--- config.mk ---
export PLATFORM = sky130hd
export DESIGN_NAME = seq_dual_rail
export DESIGN_NICKNAME = d
export VERILOG_FILES = /design/src/rtl/seq_pkg.sv /design/src/rtl/seq_rst_sync.sv /design/src/rtl/seq_mode_reg.sv /design/src/rtl/seq_delay_cnt.sv /design/src/rtl/seq_ctrl_fsm.sv /design/src/rtl/seq_dual_rail.sv
export SDC_FILE = /design/constraint.sdc
export NUM_CORES = 1
export LEC_CHECK = 0
export BUFFER_PORTS_ARGS = -buffer_cell sky130_fd_sc_hd__buf_2
export CORE_UTILIZATION = 50
export CTS_CLUSTER_DIAMETER = 200
export DETAILED_ROUTE_END_ITERATION = 7
export PLACE_DENSITY = 0.72
export SLEW_MARGIN = 20
export SYNTH_ARGS = -nofsm -noshare
export SYNTH_HDL_FRONTEND = slang
export SYNTH_HIERARCHICAL = 1
export SYNTH_SLANG_ARGS = --single-unit
--- constraint.sdc ---
create_clock -name clk -period 1.19 [get_ports clk]
set_input_delay 0.0595 -clock clk [delete_from_list [all_inputs] [get_ports clk]]
set_output_delay 0.0595 -clock clk [all_outputs]
set_load 0.02 [all_outputs]
--- src/rtl/seq_pkg.sv ---
package seq_pkg;

  typedef enum logic [2:0] {
    ST_SHDN  = 3'd0,
    ST_STBY  = 3'd1,
    ST_INDEP = 3'd2,
    ST_FIRST = 3'd3,
    ST_BOTH  = 3'd4
  } seq_state_e;

  localparam logic [1:0] MODE_INDEP    = 2'b00;
  localparam logic [1:0] MODE_LO_FIRST = 2'b01;
  localparam logic [1:0] MODE_HI_FIRST = 2'b10;
  localparam logic [1:0] MODE_INDEP_B  = 2'b11;

  function automatic logic mode_is_ordered(input logic [1:0] m);
    return (m == MODE_LO_FIRST) || (m == MODE_HI_FIRST);
  endfunction

endpackage

--- src/rtl/seq_rst_sync.sv ---
module seq_rst_sync #(
  parameter int STAGES = 2
) (
  input  logic clk,
  input  logic rst_n_in,
  output logic rst_n_out
);
  logic [STAGES-1:0] sync_q;

  always_ff @(posedge clk or negedge rst_n_in) begin
    if (!rst_n_in) sync_q <= '0;
    else           sync_q <= {sync_q[STAGES-2:0], 1'b1};
  end

  assign rst_n_out = sync_q[STAGES-1];
endmodule

--- src/rtl/seq_mode_reg.sv ---
module seq_mode_reg #(
  parameter int          MODE_W   = 2,
  parameter logic [1:0]  RST_MODE = 2'b00
) (
  input  logic              clk,
  input  logic              rst_n,
  input  logic              load_en,
  input  logic [MODE_W-1:0] mode_in,
  output logic [MODE_W-1:0] mode_q
);
  logic [MODE_W-1:0] mode_d;

  always_comb begin
    mode_d = mode_q;
    if (load_en) mode_d = mode_in;
  end

  always_ff @(posedge clk or negedge rst_n) begin
    if (!rst_n) mode_q <= RST_MODE;
    else        mode_q <= mode_d;
  end
endmodule

--- src/rtl/seq_delay_cnt.sv ---
module seq_delay_cnt #(
  parameter int DLY_W = 16
) (
  input  logic             clk,
  input  logic             rst_n,
  input  logic             load,
  input  logic             run,
  input  logic             clear,
  input  logic [DLY_W-1:0] load_val,
  output logic             done
);
  logic [DLY_W-1:0] cnt_q;
  logic [DLY_W-1:0] cnt_d;
  logic             cnt_en;

  assign done = (cnt_q == '0);

  always_comb begin
    cnt_en = 1'b0;
    cnt_d  = cnt_q;
    if (load) begin
      cnt_en = 1'b1;
      cnt_d  = load_val;
    end else if (run && !done) begin
      cnt_en = 1'b1;
      cnt_d  = cnt_q - 1'b1;
    end else if (clear && !done) begin
      cnt_en = 1'b1;
      cnt_d  = '0;
    end
  end

  always_ff @(posedge clk or negedge rst_n) begin
    if (!rst_n)      cnt_q <= '0;
    else if (cnt_en) cnt_q <= cnt_d;
  end
endmodule

--- src/rtl/seq_ctrl_fsm.sv ---
module seq_ctrl_fsm
  import seq_pkg::*;
(
  input  logic       clk,
  input  logic       rst_n,
  input  logic       shdn_n,
  input  logic       ctl_a,
  input  logic       ctl_b,
  input  logic [1:0] mode_live,
  input  logic       cnt_done,
  output seq_state_e st_q,
  output logic       cnt_load,
  output logic       cnt_run,
  output logic       cnt_clear,
  output logic       mode_load
);
  seq_state_e st_d;

  always_comb begin
    st_d = st_q;
    if (!shdn_n) begin
      st_d = ST_SHDN;
    end else begin
      case (st_q)
        ST_SHDN:  st_d = ST_STBY;
        ST_STBY: begin
          if (mode_is_ordered(mode_live)) begin
            if (ctl_a) st_d = ST_FIRST;
          end else if (ctl_a || ctl_b) begin
            st_d = ST_INDEP;
          end
        end
        ST_INDEP: if (!ctl_a && !ctl_b) st_d = ST_STBY;
        ST_FIRST: begin
          if (!ctl_a)        st_d = ST_STBY;
          else if (cnt_done) st_d = ST_BOTH;
        end
        ST_BOTH:  if (!ctl_a) st_d = ST_STBY;
        default:  st_d = ST_SHDN;
      endcase
    end
  end

  assign cnt_load  = (st_q == ST_STBY) && (st_d == ST_FIRST);
  assign cnt_run   = (st_q == ST_FIRST) && shdn_n && ctl_a;
  assign cnt_clear = (st_q != ST_FIRST);
  assign mode_load = (st_q == ST_STBY) || (st_q == ST_SHDN);

  always_ff @(posedge clk or negedge rst_n) begin
    if (!rst_n) st_q <= ST_SHDN;
    else        st_q <= st_d;
  end
endmodule

--- src/rtl/seq_dual_rail.sv ---
module seq_dual_rail
  import seq_pkg::*;
#(
  parameter int DLY_W = 16
) (
  input  logic             clk,
  input  logic             rst_n,
  input  logic             shdn_n,
  input  logic             ctl_a,
  input  logic             ctl_b,
  input  logic [1:0]       mode_sel,
  input  logic [DLY_W-1:0] delay_cycles,
  output logic             rail_lo_en,
  output logic             rail_hi_en,
  output logic             in_shutdown,
  output logic             in_standby
);
  localparam int N_RAIL     = 2;
  localparam int RAIL_IDX_W = $clog2(N_RAIL);

  logic                  rst_n_s;
  seq_state_e            st_q;
  logic                  cnt_load, cnt_run, cnt_clear, cnt_done, mode_load;
  logic [1:0]            mode_q;
  logic [N_RAIL-1:0]     rail_ctl;
  logic [N_RAIL-1:0]     rail_en;
  logic [RAIL_IDX_W-1:0] first_idx;

  seq_rst_sync #(.STAGES(2)) u_rst_sync (
    .clk       (clk),
    .rst_n_in  (rst_n),
    .rst_n_out (rst_n_s)
  );

  seq_ctrl_fsm u_fsm (
    .clk       (clk),
    .rst_n     (rst_n_s),
    .shdn_n    (shdn_n),
    .ctl_a     (ctl_a),
    .ctl_b     (ctl_b),
    .mode_live (mode_sel),
    .cnt_done  (cnt_done),
    .st_q      (st_q),
    .cnt_load  (cnt_load),
    .cnt_run   (cnt_run),
    .cnt_clear (cnt_clear),
    .mode_load (mode_load)
  );

  seq_mode_reg #(.MODE_W(2), .RST_MODE(MODE_INDEP)) u_mode (
    .clk     (clk),
    .rst_n   (rst_n_s),
    .load_en (mode_load),
    .mode_in (mode_sel),
    .mode_q  (mode_q)
  );

  seq_delay_cnt #(.DLY_W(DLY_W)) u_dly (
    .clk      (clk),
    .rst_n    (rst_n_s),
    .load     (cnt_load),
    .run      (cnt_run),
    .clear    (cnt_clear),
    .load_val (delay_cycles),
    .done     (cnt_done)
  );

  assign rail_ctl  = {ctl_b, ctl_a};
  assign first_idx = RAIL_IDX_W'(mode_q == MODE_HI_FIRST);

  for (genvar r = 0; r < N_RAIL; r++) begin : g_rail
    logic indep_on;
    logic ord_on;
    assign indep_on   = (st_q == ST_INDEP) && rail_ctl[r];
    assign ord_on     = ctl_a && ((st_q == ST_BOTH) ||
                        ((st_q == ST_FIRST) && (first_idx == RAIL_IDX_W'(r))));
    assign rail_en[r] = shdn_n && (indep_on || ord_on);
  end

  assign rail_lo_en  = rail_en[0];
  assign rail_hi_en  = rail_en[1];
  assign in_shutdown = !shdn_n || (st_q == ST_SHDN);
  assign in_standby  = shdn_n && (st_q == ST_STBY);
endmodule

Word level (Yosys, flattened, before mapping)

Index checks and enable logic that the tools add are counted.

Register bits after elaboration: 23
Output and inout bits: 4

Add/sub/neg operators: 1
Eq/ne operators: 9
Muxes and demuxes: 15
Bitwise operators: 1
Reductions and logical operators: 31

Operator list:

| operator                | count |
|---|---|
| $mux W16                | 3 |
| $mux W3                 | 8 |
| $logic_not A16 Y1       | 1 |
| $sub A16 B1 Y16 const B | 1 |
| $logic_and A1 B1 Y1     | 15 |
| $pmux W3 S5             | 1 |
| $eq A3 B2 Y1 const B    | 3 |
| $logic_or A1 B1 Y1      | 8 |
| $eq A2 B2 Y1 const B    | 2 |
| $logic_not A1 Y1        | 4 |
| $eq A3 B1 Y1 const B    | 1 |
| $eq A3 B3 Y1 const B    | 1 |
| $logic_not A3 Y1        | 1 |
| $mux W1                 | 3 |
| $ne A3 B2 Y1 const B    | 1 |
| $reduce_bool A3 Y1      | 1 |
| $eq A2 B1 Y1 const B    | 1 |
| $reduce_and A2 Y1       | 1 |
| $not A1 Y1              | 1 |

Logic depth before layout (Yosys ltp)

Gate-level depths: netlist (run 1).

Depth after elaboration: 9
Gate-level depth with buffers: 9
Gate-level depth less buffers: 8

Cells and area by module

Netlist (run 1), hierarchy kept.

Modules (own cells, without submodules):

| module        | instances | cells an instance | area an instance (µm²) |
|---|---|---|---|
| seq_delay_cnt | 1         | 125               | 1093.5 |
| seq_ctrl_fsm  | 1         | 29                | 246.5 |
| seq_dual_rail | 1         | 15                | 91.3 |
| seq_mode_reg  | 1         | 4                 | 72.6 |
| seq_rst_sync  | 1         | 3                 | 53.8 |

Worst setup path before layout (run 1)

OpenSTA, ideal clock, no wires.

Path kind: reg-to-reg
From: register u_dly.cnt_q[0]
To: register u_fsm.st_q[1]
Library setup time: 0.136 ns
Data arrival time: 2.036 ns
Data required time: 1.054 ns
Slack: -0.983 ns
Stages on the path, launching flop included: 10
Buffers on the path: 1
Cells stage by stage: dfrtp_1 -> inv_1 -> ha_1 -> or4b_4 -> nor4_4 -> and2_4 -> buf_8 -> a21boi_1 -> o21ai_1 -> a311oi_2

Cells in the longest elaborated chain, start to end: 5

Ends and longest elaborated chain:

| element                  | line                | RTL |
|---|---|---|
| start: declaration       | seq_delay_cnt.sv:12 | `logic [DLY_W-1:0] cnt_q;` |
| start signal: assignment | seq_delay_cnt.sv:35 | `else if (cnt_en) cnt_q <= cnt_d;` |
| $logic_not A16 Y1        | seq_delay_cnt.sv:16 | `assign done = (cnt_q == '0);` |
| net cnt_done             | seq_dual_rail.sv:23 | `logic cnt_load, cnt_run, cnt_clear, cnt_done, mode_load;` |
| $mux W3                  | seq_ctrl_fsm.sv:36  | `else if (cnt_done) st_d = ST_BOTH;` |
| $mux W3                  | seq_ctrl_fsm.sv:35  | `if (!ctl_a) st_d = ST_STBY;` |
| $pmux W3 S5              | seq_ctrl_fsm.sv:24  | `case (st_q)` |
| $mux W3                  | seq_ctrl_fsm.sv:21  | `if (!shdn_n) begin` |
| net u_fsm.st_d[1]        | seq_ctrl_fsm.sv:17  | `seq_state_e st_d;` |
| end signal: assignment   | seq_ctrl_fsm.sv:51  | `else st_q <= st_d;` |
| end: declaration         | seq_ctrl_fsm.sv:11  | `output seq_state_e st_q,` |

The timed path passes the listed nets, and every way through them passes these cells.
A chain may end at the register's enable or synchronous reset.

Final worst setup path (run 1)

From: register u_dly.cnt_q[0]
To: register u_dly.cnt_q[0]

Cells in the longest elaborated chain, start to end: 9
Elaborated cells on any way between the ends: 18
Those cells by class: add/sub (1); eq/ne (1); mux (9); reduce/logical (7)

Ends and longest elaborated chain:

| element                                                 | line                | RTL |
|---|---|---|
| $logic_not A16 Y1 (*)                                   | seq_delay_cnt.sv:16 |  |
| net cnt_done                                            | seq_dual_rail.sv:23 |  |
| $mux W3                                                 | seq_ctrl_fsm.sv:36  |  |
| $mux W3                                                 | seq_ctrl_fsm.sv:35  |  |
| $pmux W3 S5                                             | seq_ctrl_fsm.sv:24  |  |
| $mux W3                                                 | seq_ctrl_fsm.sv:21  |  |
| $eq A3 B2 Y1                                            | seq_ctrl_fsm.sv:44  | `assign cnt_load = (st_q == ST_STBY) && (st_d == ST_FIRST);` |
| $logic_and A1 B1 Y1                                     | seq_ctrl_fsm.sv:44  |  |
| $reduce_bool A3 Y1 (no line) or $mux W1 (tied branches) | n/a                 |  |
| $reduce_and A2 Y1 (no line)                             | n/a                 |  |

Mark *: on every way through the listed nets, which the timed path passes. The rest lies on a longest branch.

==> run_results.csv, run 1 <==
group,metric,value,unit
final_layout,antenna_cells,0,
floorplanning,design.die.area,3340,um^2
final_layout,layout_stage_area_growth_over_the_synthesis_result,72.3,%
grt,global_route.usage.total,0.354,
detailed_routing,drt_iter0_markers,267,
placement,gp_congestion,0.880,
synth,post_synth.cell_area_avg,8.85,um^2
final_layout,layout.cell_area.non_filler,2680,um^2
worst_setup_path,r2r_start,"u_dly/cnt_q[0]",
cts,cts_inserted_buffers,3,
timing,finalSetupViolations,25,
hold_path,hold_path_class,"in2reg",
floorplanning,rows,19,
synth,synth.net_count,200,
worst_setup_path,worstPathRequired,1380,ps
job,maxCapViolations,0,
floorplanning,initial_utilization,0.546,
cts,cts_sinks,23,
placement,place_area,2130,um^2
status,failed_checks,"setup timing",
floorplanning,fp.dieW,57.8,um
grt,first_global_vias,1930,
grt,number_of_antenna_violations_at_the_first_check_in_global_routing,0,
final_layout,layout.cells.most_common,"sky130_fd_sc_hd__buf_4",
worst_setup_path,worstPathArrival,2320,ps
grt,overflow,0,
detailed_routing,detail_route.drc_violations,0,
synth,syn-instance-count,176,
final_layout,drive_gt1_frac,0.503,
detailed_routing,vias,2154,
detailed_routing,antenna_left,0,
hold_path,hold_start,"delay_cycles[5]",
final_layout,most_frequent_cells_in_the_layout,"62 x sky130_fd_sc_hd__buf_4, 24 x sky130_fd_sc_hd__nand2_1, 22 x sky130_fd_sc_hd__buf_2, 22 x sky130_fd_sc_hd__dfrtp_1, 18 x sky130_fd_sc_hd__dlygate4sd3_1",
floorplanning,floorplan.die.height,57.8,um
timing,max_freq,470,MHz
cts,cts.clk_slew.worst_paths,140,ps
cts,cts-htree-levels,1,
power,power.density_cell_area,1360,nW/um^2
worst_setup_path,critical_path_sink_type,"flip-flop",
worst_setup_path,crit_path_start,"u_dly/cnt_q[0]",
power,static_leak,0.00125,uW
synth,ys_seq_area_frac,0.369,
synth,synth.lib_cells_used.distinct,56,
placement,hpwlAfterDp,3.35,mm
detailed_routing,via_per_inst,6.75,
timing,unrepaired_setup_endpoints_after_global_routing,"yes",
placement,count_of_input_and_output_buffers,26,
timing,worst_slack,-938,ps
synth,synth_edf_count,0,
status,status,"finished with violations",
detailed_routing,avgRoutedWirePerCell,22.3,um
synth,async_reset_ff_frac,1.00,
cts,clockBufferDepth,2,
detailed_routing,routed_wl,7.12,mm
synth,postSynth.topFlopCell,"sky130_fd_sc_hd__dfrtp_1",
detailed_routing,detail_route.first_pass.iterations,5,
worst_setup_path,timing_worst_setup_path_type,"reg2reg",
timing,fin_hold_ws,21.9,ps
worst_setup_path,crit_path_max_fanout,6,
synth,synth-seq-cells,23,
floorplanning,floorplan.io_pins,27,
timing,period_share,1.79,
final_layout,layout.nets,313,
timing,report.final.slew_viol_count,0,
grt,grt_pass1_wl,9.04,mm
grt,maximum_number_of_pins_on_one_net_before_global_route_repair,22,
cts,clk-insertion-delay-late,320,ps
synth,synth_warn,6,
power,power.ir.vdd_worst,0.901,mV
cts,tritoncts,"done",
timing,timing.final.hold_violations,0,
worst_setup_path,cp-start-kind,"flip-flop",
timing,final.setup_skew,5.16,ps
cts,cts-root-buf,"sky130_fd_sc_hd__clkbuf_4",
floorplanning,core,2850,um^2
synth,synth_area,1560,um^2
timing,final_period_minus_worst_setup_slack,2130,ps
## sequential cells by signal, summed over array words and instances, names as in the netlist
signal	cells
u_dly/cnt_q	16
u_fsm/st_q	3
u_mode/mode_q	2
u_rst_sync/sync_q	2
## per-layer routing
| layer | routed length, um | track usage |
|---|---|---|
| met3 | 787 | 0.0446 |
| met2 | 3380 | 0.583 |
| met4 | 446 | 0.156 |
| met5 | 0 | 0 |
| met1 | 2500 | 0.468 |
## where the power goes
| group | switching [uW] | internal [uW] |
|---|---|---|
| logic | 1170 | 1170 |
| clock network | 255 | 131 |
| registers | 73.8 | 857 |
## cell families after synthesis
group,count (synthesis),share of synthesized area
AND/OR/NAND/NOR,88,0.324
AO/OA/AOI/OAI,45,0.219
flip-flops,23,0.369
buffers and inverters,12,0.0377
multiplexers,4,0.0273
XOR/XNOR,2,0.0112
adder cells (fa/ha/maj),1,0.00803
other,1,0.00241
## timing repair
item	4_1_cts	5_1_grt
endpoints found under the setup margin	25	25
hold buffers	18	0
setup buffers	9	8
endpoints found under the hold margin	19	0
gates resized for setup	27	35
pin swaps	16	17
## path summary, 6_finish.rpt
kind | slack (ps) | cells after the start | to
setup / recovery | -940 | 8 | u_dly/cnt_q[0]
hold / removal | 20 | 3 | u_dly/cnt_q[5]
setup reg to reg | -940 | 8 | u_dly/cnt_q[0]
hold reg to reg | 230 | 1 | u_mode/mode_q[1]
max in group asynchronous | 720 | 1 | u_fsm/st_q[0]
min in group asynchronous | 30 | 2 | u_rst_sync/sync_q[0]
## Yosys cell counts (all sizes together) (3+ instances only)
cell | number | area, um^2
nand3b | 3 | 22.5
a21oi | 7 | 35.0
nor2b | 9 | 66.3
nor4 | 3 | 33.8
nor2 | 12 | 47.6
inv | 6 | 22.5
o211ai | 7 | 57.6
dfrtp | 23 | 576
o21ai | 5 | 25.0
o21a | 4 | 30.0
o311ai | 5 | 43.8
or4 | 3 | 26.3
nand2b | 3 | 18.8
clkbuf | 3 | 11.3
buf | 3 | 25.0
nand3 | 11 | 55.1
nand2 | 26 | 97.6
o221ai | 3 | 26.3
nor3 | 5 | 25.0
## metrics by stage
step	TNS [ps]	util	power (uW)	cells	worst slack, ps
3_3_place_gp	-13300	0.746	2420	283	-729
2_1_floorplan	-13490	-	1840	176	-869
4_1_cts	-15460	0.877	3190	314	-779
6_report	-17580	0.941	3660	319	-938
3_5_place_dp	-14500	0.746	2470	283	-796
5_1_grt	-18700	0.941	3760	319	-1000
## final cells by class
class	instances	area [um^2]
clock buffer	4	26.3
tap	31	38.8
inverter	6	22.5
sequential	23	577
multi-input combinational	141	1120
fill	89	169
timing repair buffer	114	895
## critical path: stages, from the launching register on
cell and delay [ps]:
sky130_fd_sc_hd__dfrtp_1 440, sky130_fd_sc_hd__inv_2 110, sky130_fd_sc_hd__ha_4 140, sky130_fd_sc_hd__or4b_4 490, sky130_fd_sc_hd__nor4_4 180, sky130_fd_sc_hd__and2_4 240
sky130_fd_sc_hd__or2b_4 160, sky130_fd_sc_hd__buf_6 130, sky130_fd_sc_hd__o211ai_1 120
No activity file was read; power rests on OpenSTA's default activity.
==> inputs of run 2 (changes only) <==
--- a/config.mk
+++ b/config.mk
@@ -6,6 +6,7 @@
 export NUM_CORES = 1
 export LEC_CHECK = 0
 export BUFFER_PORTS_ARGS = -buffer_cell sky130_fd_sc_hd__buf_2
+export CORE_ASPECT_RATIO = 0.75
 export CORE_UTILIZATION = 50
 export CTS_CLUSTER_DIAMETER = 200
 export DETAILED_ROUTE_END_ITERATION = 7
==> run_results.csv, run 2 (same netlist as run 1, synthesis figures left out) <==
group,metric,value,unit
final_layout,layout_top_registers,"u_dly/cnt_q: 16 flops, u_fsm/st_q: 3 flops",
timing,final.setup_skew,14.3,ps
floorplanning,fp.dieW,66.5,um
detailed_routing,avgRoutedWirePerCell,21.0,um
detailed_routing,routed_wl,6.59,mm
final_layout,layout.nets,301,
power,power.density_cell_area,1430,nW/um^2
grt,grt_pass1_wl,7.87,mm
job,maxCapViolations,0,
cts,clockBufferDepth,2,
floorplanning,rows,17,
detailed_routing,via_per_inst,6.59,
floorplanning,floorplan.io_pins,27,
cts,clk-insertion-delay-late,280,ps
detailed_routing,detail_route.drc_violations,5,
grt,global_route.usage.total,0.315,
cts,cts_inserted_buffers,3,
grt,overflow,0,
cts,cts-root-buf,"sky130_fd_sc_hd__clkbuf_8",
cts,tritoncts,"done",
worst_setup_path,r2r_setup_slack,-930,ps
worst_setup_path,crit_path_max_fanout,8,
grt,number_of_antenna_violations_at_the_first_check_in_global_routing,0,
grt,grt_util_met3,0.0614,
detailed_routing,vias,2068,
final_layout,drive_gt1_frac,0.529,
placement,place_area,2140,um^2
placement,gp_congestion,0.926,
timing,finalSetupViolations,25,
worst_setup_path,worst_r2r_path_depth,8,
timing,final_period_minus_worst_setup_slack,2120,ps
power,power.ir.vdd_worst,1.06,mV
cts,cts_sinks,23,
final_layout,most_frequent_cells_in_the_layout,"64 x sky130_fd_sc_hd__buf_4, 23 x sky130_fd_sc_hd__nand2_1, 22 x sky130_fd_sc_hd__buf_2, 22 x sky130_fd_sc_hd__dfrtp_1, 10 x sky130_fd_sc_hd__buf_6",
power,switching_pwr,1440,uW
floorplanning,core,2960,um^2
final_layout,largest_register_ffs,16,
grt,maximum_number_of_pins_on_one_net_before_global_route_repair,23,
worst_setup_path,critical_path_sink_type,"flip-flop",
placement,place_worst_setup_slack,-808,ps
power,pwr-share-seq,0.250,
final_layout,layout.cell_area.non_filler,2590,um^2
worst_setup_path,cp-start-kind,"flip-flop",
status,failed_checks,"DRC, setup timing",
floorplanning,floorplan.die.height,50.3,um
timing,unrepaired_setup_endpoints_after_global_routing,"yes",
worst_setup_path,worstSetupEndpoint,"u_fsm/st_q[1]",
timing,report.final.slew_viol_count,0,
timing,worst_slack,-930,ps
timing,timing.final.hold_violations,0,
worst_setup_path,timing_worst_setup_path_type,"reg2reg",
placement,count_of_input_and_output_buffers,26,
worst_setup_path,worstPathRequired,1350,ps
cts,cts.clk_slew.worst_paths,90,ps
final_layout,final.fill_count,133,
detailed_routing,detail_route.first_pass.iterations,8,
status,status,"finished with violations",
timing,finalSetupTns,-16830,ps
final_layout,reg_with_most_ffs,"u_dly/cnt_q",
grt,grtUsageMet2,0.527,
worst_setup_path,worst_r2r_endpoint,"u_fsm/st_q[1]",
detailed_routing,drt_iter0_markers,252,
placement,hpwlAfterDp,3.51,mm
grt,grt.busiest_layer,"met2",
worst_setup_path,r2r_start,"u_dly/cnt_q[1]",
timing,max_freq,472,MHz
power,swShare,0.389,
floorplanning,initial_utilization,0.527,
detailed_routing,antenna_left,0,
grt,global_route.usage.met1,0.415,
power,p_clk_frac,0.137,
final_layout,antenna_cells,0,
power,internal_power_summed_over_all_cells,2260,uW
grt,first_global_vias,1738,
cts,cts-htree-levels,1,
timing,period_share,1.78,
worst_setup_path,crit_path_start,"u_dly/cnt_q[1]",
power,static_leak,0.00122,uW
power,share_comb_of_total_power,0.614,
final_layout,layout.cells.most_common,"sky130_fd_sc_hd__buf_4",
worst_setup_path,worstPathArrival,2280,ps
floorplanning,design.die.area,3350,um^2
final_layout,layout_stage_area_growth_over_the_synthesis_result,66.3,%
hold_path,hold_path_class,"in2reg",
## run 2: cell count changes in the layout (fill, tap and decap cells not counted), sizes merged
cell         before  now
dlygate4sd3      18    3
buf              96   99
## run 2: worst min path at each step
stage                                from                   end  cells after the start
after global routing      delay_cycles[9]        u_dly/cnt_q[9]                      3
after global placement              rst_n  u_rst_sync/sync_q[0]                      1
final                     delay_cycles[9]        u_dly/cnt_q[9]                      3
after floorplan                     rst_n  u_rst_sync/sync_q[0]                      0
after CTS                 delay_cycles[9]        u_dly/cnt_q[9]                      3
after detailed placement            rst_n  u_rst_sync/sync_q[0]                      1
## run 2: timing repair
action	4_1_cts	5_1_grt
endpoints found under the hold margin	3	1
buffers inserted	2	16
hold buffers	2	1
resized for setup	19	44
setup endpoints to repair	25	25
pin swaps	11	14
## run 2: area by class of cell
type                    count  area (um^2)  area share
repair buffers            102          783       0.302
well taps                  38         47.5      0.0184
flip-flops and latches     23          577       0.223
clock buffers               4         45.0      0.0174
multi-input cells         141         1110       0.430
inverters                   6         22.5     0.00870
## run 2: power groups by stage
stage,Combinational [uW],Sequential [uW],Clock (uW)
detailed placement,1530,924,0
global route,2350,930,541
floorplan,880,956,0
finish,2270,925,507
CTS,1670,912,506
global placement,1480,919,0
## run 2: layer usage
layer | routed length [um] | part of all wire
met5 | 0 | 0
met4 | 319 | 0.048
met3 | 662 | 0.10
met2 | 3110 | 0.47
met1 | 2490 | 0.38
## run 2: critical path, stage by stage (launching register included)
cell                       delay, ps
sky130_fd_sc_hd__dfrtp_1         410
sky130_fd_sc_hd__inv_2           100
sky130_fd_sc_hd__ha_4            140
sky130_fd_sc_hd__or4b_4          480
sky130_fd_sc_hd__nor4_4          190
sky130_fd_sc_hd__and2_4          270
sky130_fd_sc_hd__a21boi_2        100
sky130_fd_sc_hd__o21ai_1         200
sky130_fd_sc_hd__a311oi_2        110
## run 2: stage by stage
stage,hold WS (ps),instances,total power [uW],util
after floorplan,-236,176,1840,-
after global placement,-156,290,2400,0.723
after detailed placement,-151,290,2460,0.723
after CTS,2.97,298,3080,0.770
after global routing,14.4,314,3820,0.876
final,1.88,314,3710,0.876
==> inputs of run 3 (changes only) <==
--- a/config.mk
+++ b/config.mk
@@ -10,9 +10,8 @@
 export CORE_UTILIZATION = 50
 export CTS_CLUSTER_DIAMETER = 200
 export DETAILED_ROUTE_END_ITERATION = 7
-export PLACE_DENSITY = 0.72
+export PLACE_DENSITY = 0.73
 export SLEW_MARGIN = 20
 export SYNTH_ARGS = -nofsm -noshare
 export SYNTH_HDL_FRONTEND = slang
-export SYNTH_HIERARCHICAL = 1
 export SYNTH_SLANG_ARGS = --single-unit
==> run_results.csv, run 3 <==
group,metric,value,unit
grt,global_route.usage.met1,0.444,
timing,report.final.slew_viol_count,0,
worst_setup_path,crit_path_max_fanout,6,
worst_setup_path,critical_path_sink_type,"flip-flop",
timing,period_share,1.75,
worst_setup_path,r2r_start,"u_fsm.st_q[1]",
grt,number_of_antenna_violations_at_the_first_check_in_global_routing,0,
job,maxCapViolations,0,
placement,count_of_input_and_output_buffers,26,
power,post-layout-total-power,6310,uW
cts,clockBufferDepth,2,
synth,synth.net_count,193,
final_layout,reg_with_most_ffs,"u_dly.cnt_q",
hold_path,hold_path_class,"in2reg",
synth,postSynth.topFlopCell,"sky130_fd_sc_hd__dfrtp_1",
grt,grt_util_met3,0.123,
detailed_routing,detail_route.drc_violations,0,
timing,final_period_minus_worst_setup_slack,2080,ps
final_layout,layout_top_registers,"u_dly.cnt_q: 16 flops, u_fsm.st_q: 3 flops",
synth,synth-seq-cells,23,
cts,cts.clk_slew.worst_paths,90,ps
cts,clk-insertion-delay-late,270,ps
placement,dpl.cell_count,280,
synth,syn-instance-count,168,
synth,synth_area,1540,um^2
floorplanning,rows,17,
final_layout,most_frequent_cells_in_the_layout,"63 x sky130_fd_sc_hd__buf_4, 22 x sky130_fd_sc_hd__buf_2, 20 x sky130_fd_sc_hd__dfrtp_1",
worst_setup_path,worstPathArrival,2240,ps
cts,cts_inserted_buffers,3,
grt,grt_pass1_wl,9.60,mm
floorplanning,design.die.area,3310,um^2
timing,fin_hold_ws,19.0,ps
final_layout,layout_stage_area_growth_over_the_synthesis_result,73.4,%
placement,hpwlAfterDp,3.62,mm
hold_path,hold_start,"delay_cycles[4]",
timing,max_slew_margin,0.604,
status,status,"finished with violations",
synth,async_reset_ff_frac,1.00,
cts,cts-root-buf,"sky130_fd_sc_hd__clkbuf_8",
floorplanning,core,2940,um^2
placement,place_worst_setup_slack,-818,ps
cts,cts_sinks,23,
final_layout,antenna_cells,0,
detailed_routing,avgRoutedWirePerCell,25.3,um
detailed_routing,antenna_left,0,
synth,ys_seq_area_frac,0.374,
floorplanning,floorplan.io_pins,27,
timing,timing.final.hold_violations,0,
floorplanning,initial_utilization,0.525,
synth,post_synth_main_area_contributors,"sky130_fd_sc_hd__dfrtp_1 37%, sky130_fd_sc_hd__a221o_1 5.2%, sky130_fd_sc_hd__nor2_1 3.4%, sky130_fd_sc_hd__a21oi_1 2.6%, sky130_fd_sc_hd__nand3_1 2.6%",
power,static_leak,0.00128,uW
timing,worst_slack,-895,ps
worst_setup_path,worstPathRequired,1350,ps
floorplanning,floorplan.die.height,50.1,um
final_layout,layout.cells.most_common,"sky130_fd_sc_hd__buf_4",
grt,global_route.usage.total,0.399,
grt,overflow,0,
worst_setup_path,r2r_setup_slack,-890,ps
final_layout,largest_register_ffs,16,
worst_setup_path,cp-start-kind,"flip-flop",
synth,synth_largest_type_area_fraction,0.374,
placement,gp_congestion,0.938,
timing,final.setup_skew,6.82,ps
synth,synth.top_cells.by_count,"23 x sky130_fd_sc_hd__dfrtp_1, 14 x sky130_fd_sc_hd__nor2_1, 10 x sky130_fd_sc_hd__nand2_1",
synth,synth_warn,0,
cts,cts-htree-levels,1,
synth,most_frequent_cell_after_synthesis,"sky130_fd_sc_hd__dfrtp_1",
grt,maximum_number_of_pins_on_one_net_before_global_route_repair,22,
cts,tritoncts,"done",
floorplanning,fp.dieW,66.1,um
timing,finalSetupTns,-16980,ps
status,failed_checks,"setup timing",
detailed_routing,detail_route.first_pass.iterations,5,
final_layout,layout.cells.non_filler,308,
power,power.ir.vdd_worst,1.73,mV
detailed_routing,drt_iter0_markers,264,
detailed_routing,via_per_inst,7.00,
grt,grt.busiest_layer,"met2",
grt,grtUsageMet2,0.650,
synth,synth_edf_count,0,
grt,first_global_vias,2008,
synth,synth.lib_cells_used.distinct,54,
synth,synthDominantAreaCellType,"sky130_fd_sc_hd__dfrtp_1",
final_layout,layout.nets,296,
synth,post_synth.cell_area_avg,9.17,um^2
timing,finalSetupViolations,25,
detailed_routing,routed_wl,7.79,mm
final_layout,drive_gt1_frac,0.596,
worst_setup_path,timing_worst_setup_path_type,"reg2reg",
timing,max_freq,480,MHz
power,power.density_cell_area,2360,nW/um^2
detailed_routing,vias,2157,
worst_setup_path,crit_path_start,"u_fsm.st_q[1]",
timing,timing_worst_slew_pin_value,591,ps
timing,unrepaired_setup_endpoints_after_global_routing,"yes",
[run 3: path summary, 6_finish.rpt]
| check | to | cells after the start |
|---|---|---|
| worst max-delay path | u_dly.cnt_q[1] | 6 |
| worst min-delay path | u_dly.cnt_q[4] | 2 |
| worst max register to register | u_dly.cnt_q[1] | 6 |
| worst min register to register | u_dly.cnt_q[8] | 1 |
| max in group asynchronous | u_fsm.st_q[2] | 1 |
| min in group asynchronous | u_rst_sync.sync_q[1] | 2 |
[run 3: repair_timing]
action | 4_1_cts | 5_1_grt
gates resized for setup | 43 | 32
pin swaps | 14 | 19
setup endpoints to repair | 25 | 25
setup buffers | 12 | 9
hold endpoints to repair | 3 | 1
gates cloned | 1 | 1
hold buffers | 2 | 1
[run 3: logic make-up (layout without fill, tap and decap cells)]
logic type | after synthesis | after routing | synth area share
and+or+nand+nor | 72 | 74 | 0.280
DFF | 23 | 23 | 0.374
buffers and inverters | 15 | 115 | 0.0471
adders and majority gates | 2 | 2 | 0.0162
other | 1 | 1 | 0.00243
muxes | 3 | 3 | 0.0219
AOI/OAI and AO/OA | 49 | 49 | 0.241
xor gates and xnor gates | 3 | 3 | 0.0171
[run 3: cell type report]
cell class	instances	area, um^2
inverters	5	18.8
repair buffers	106	820
fillers	121	265
clock buffers	4	45.0
flip-flops and latches	23	579
well taps	38	47.5
multi-input cells	132	1160
[run 3: layer usage]
layer / vias to the layer above / share of wire
li1: 853 / -
met1: 1014 / 0.36
met2: 223 / 0.45
met5: - / 0
met4: 0 / 0.063
met3: 67 / 0.14
[run 3: critical path, cell delays in order (launching register included)]
cell,delay (ps)
sky130_fd_sc_hd__dfrtp_1,440
sky130_fd_sc_hd__buf_6,160
sky130_fd_sc_hd__nor2_4,100
sky130_fd_sc_hd__nand2_1,140
sky130_fd_sc_hd__nor2_1,510
sky130_fd_sc_hd__and2_4,310
sky130_fd_sc_hd__mux2_4,320
[run 3: stage by stage]
| stage | instance area, um^2 | util |
|---|---|---|
| global route | 2670 | 0.910 |
| global placement | 2140 | 0.729 |
| detailed placement | 2140 | 0.729 |
| floorplan | 1590 | - |
| finish | 2670 | 0.910 |
| CTS | 2460 | 0.838 |
[run 3: where the power goes]
group | internal (uW) | total (uW) | leakage, uW | switching (uW)
combinational | 2330 | 4720 | 0.000957 | 2390
sequential | 912 | 1080 | 0.000300 | 165
clock | 240 | 519 | 0.0000228 | 279
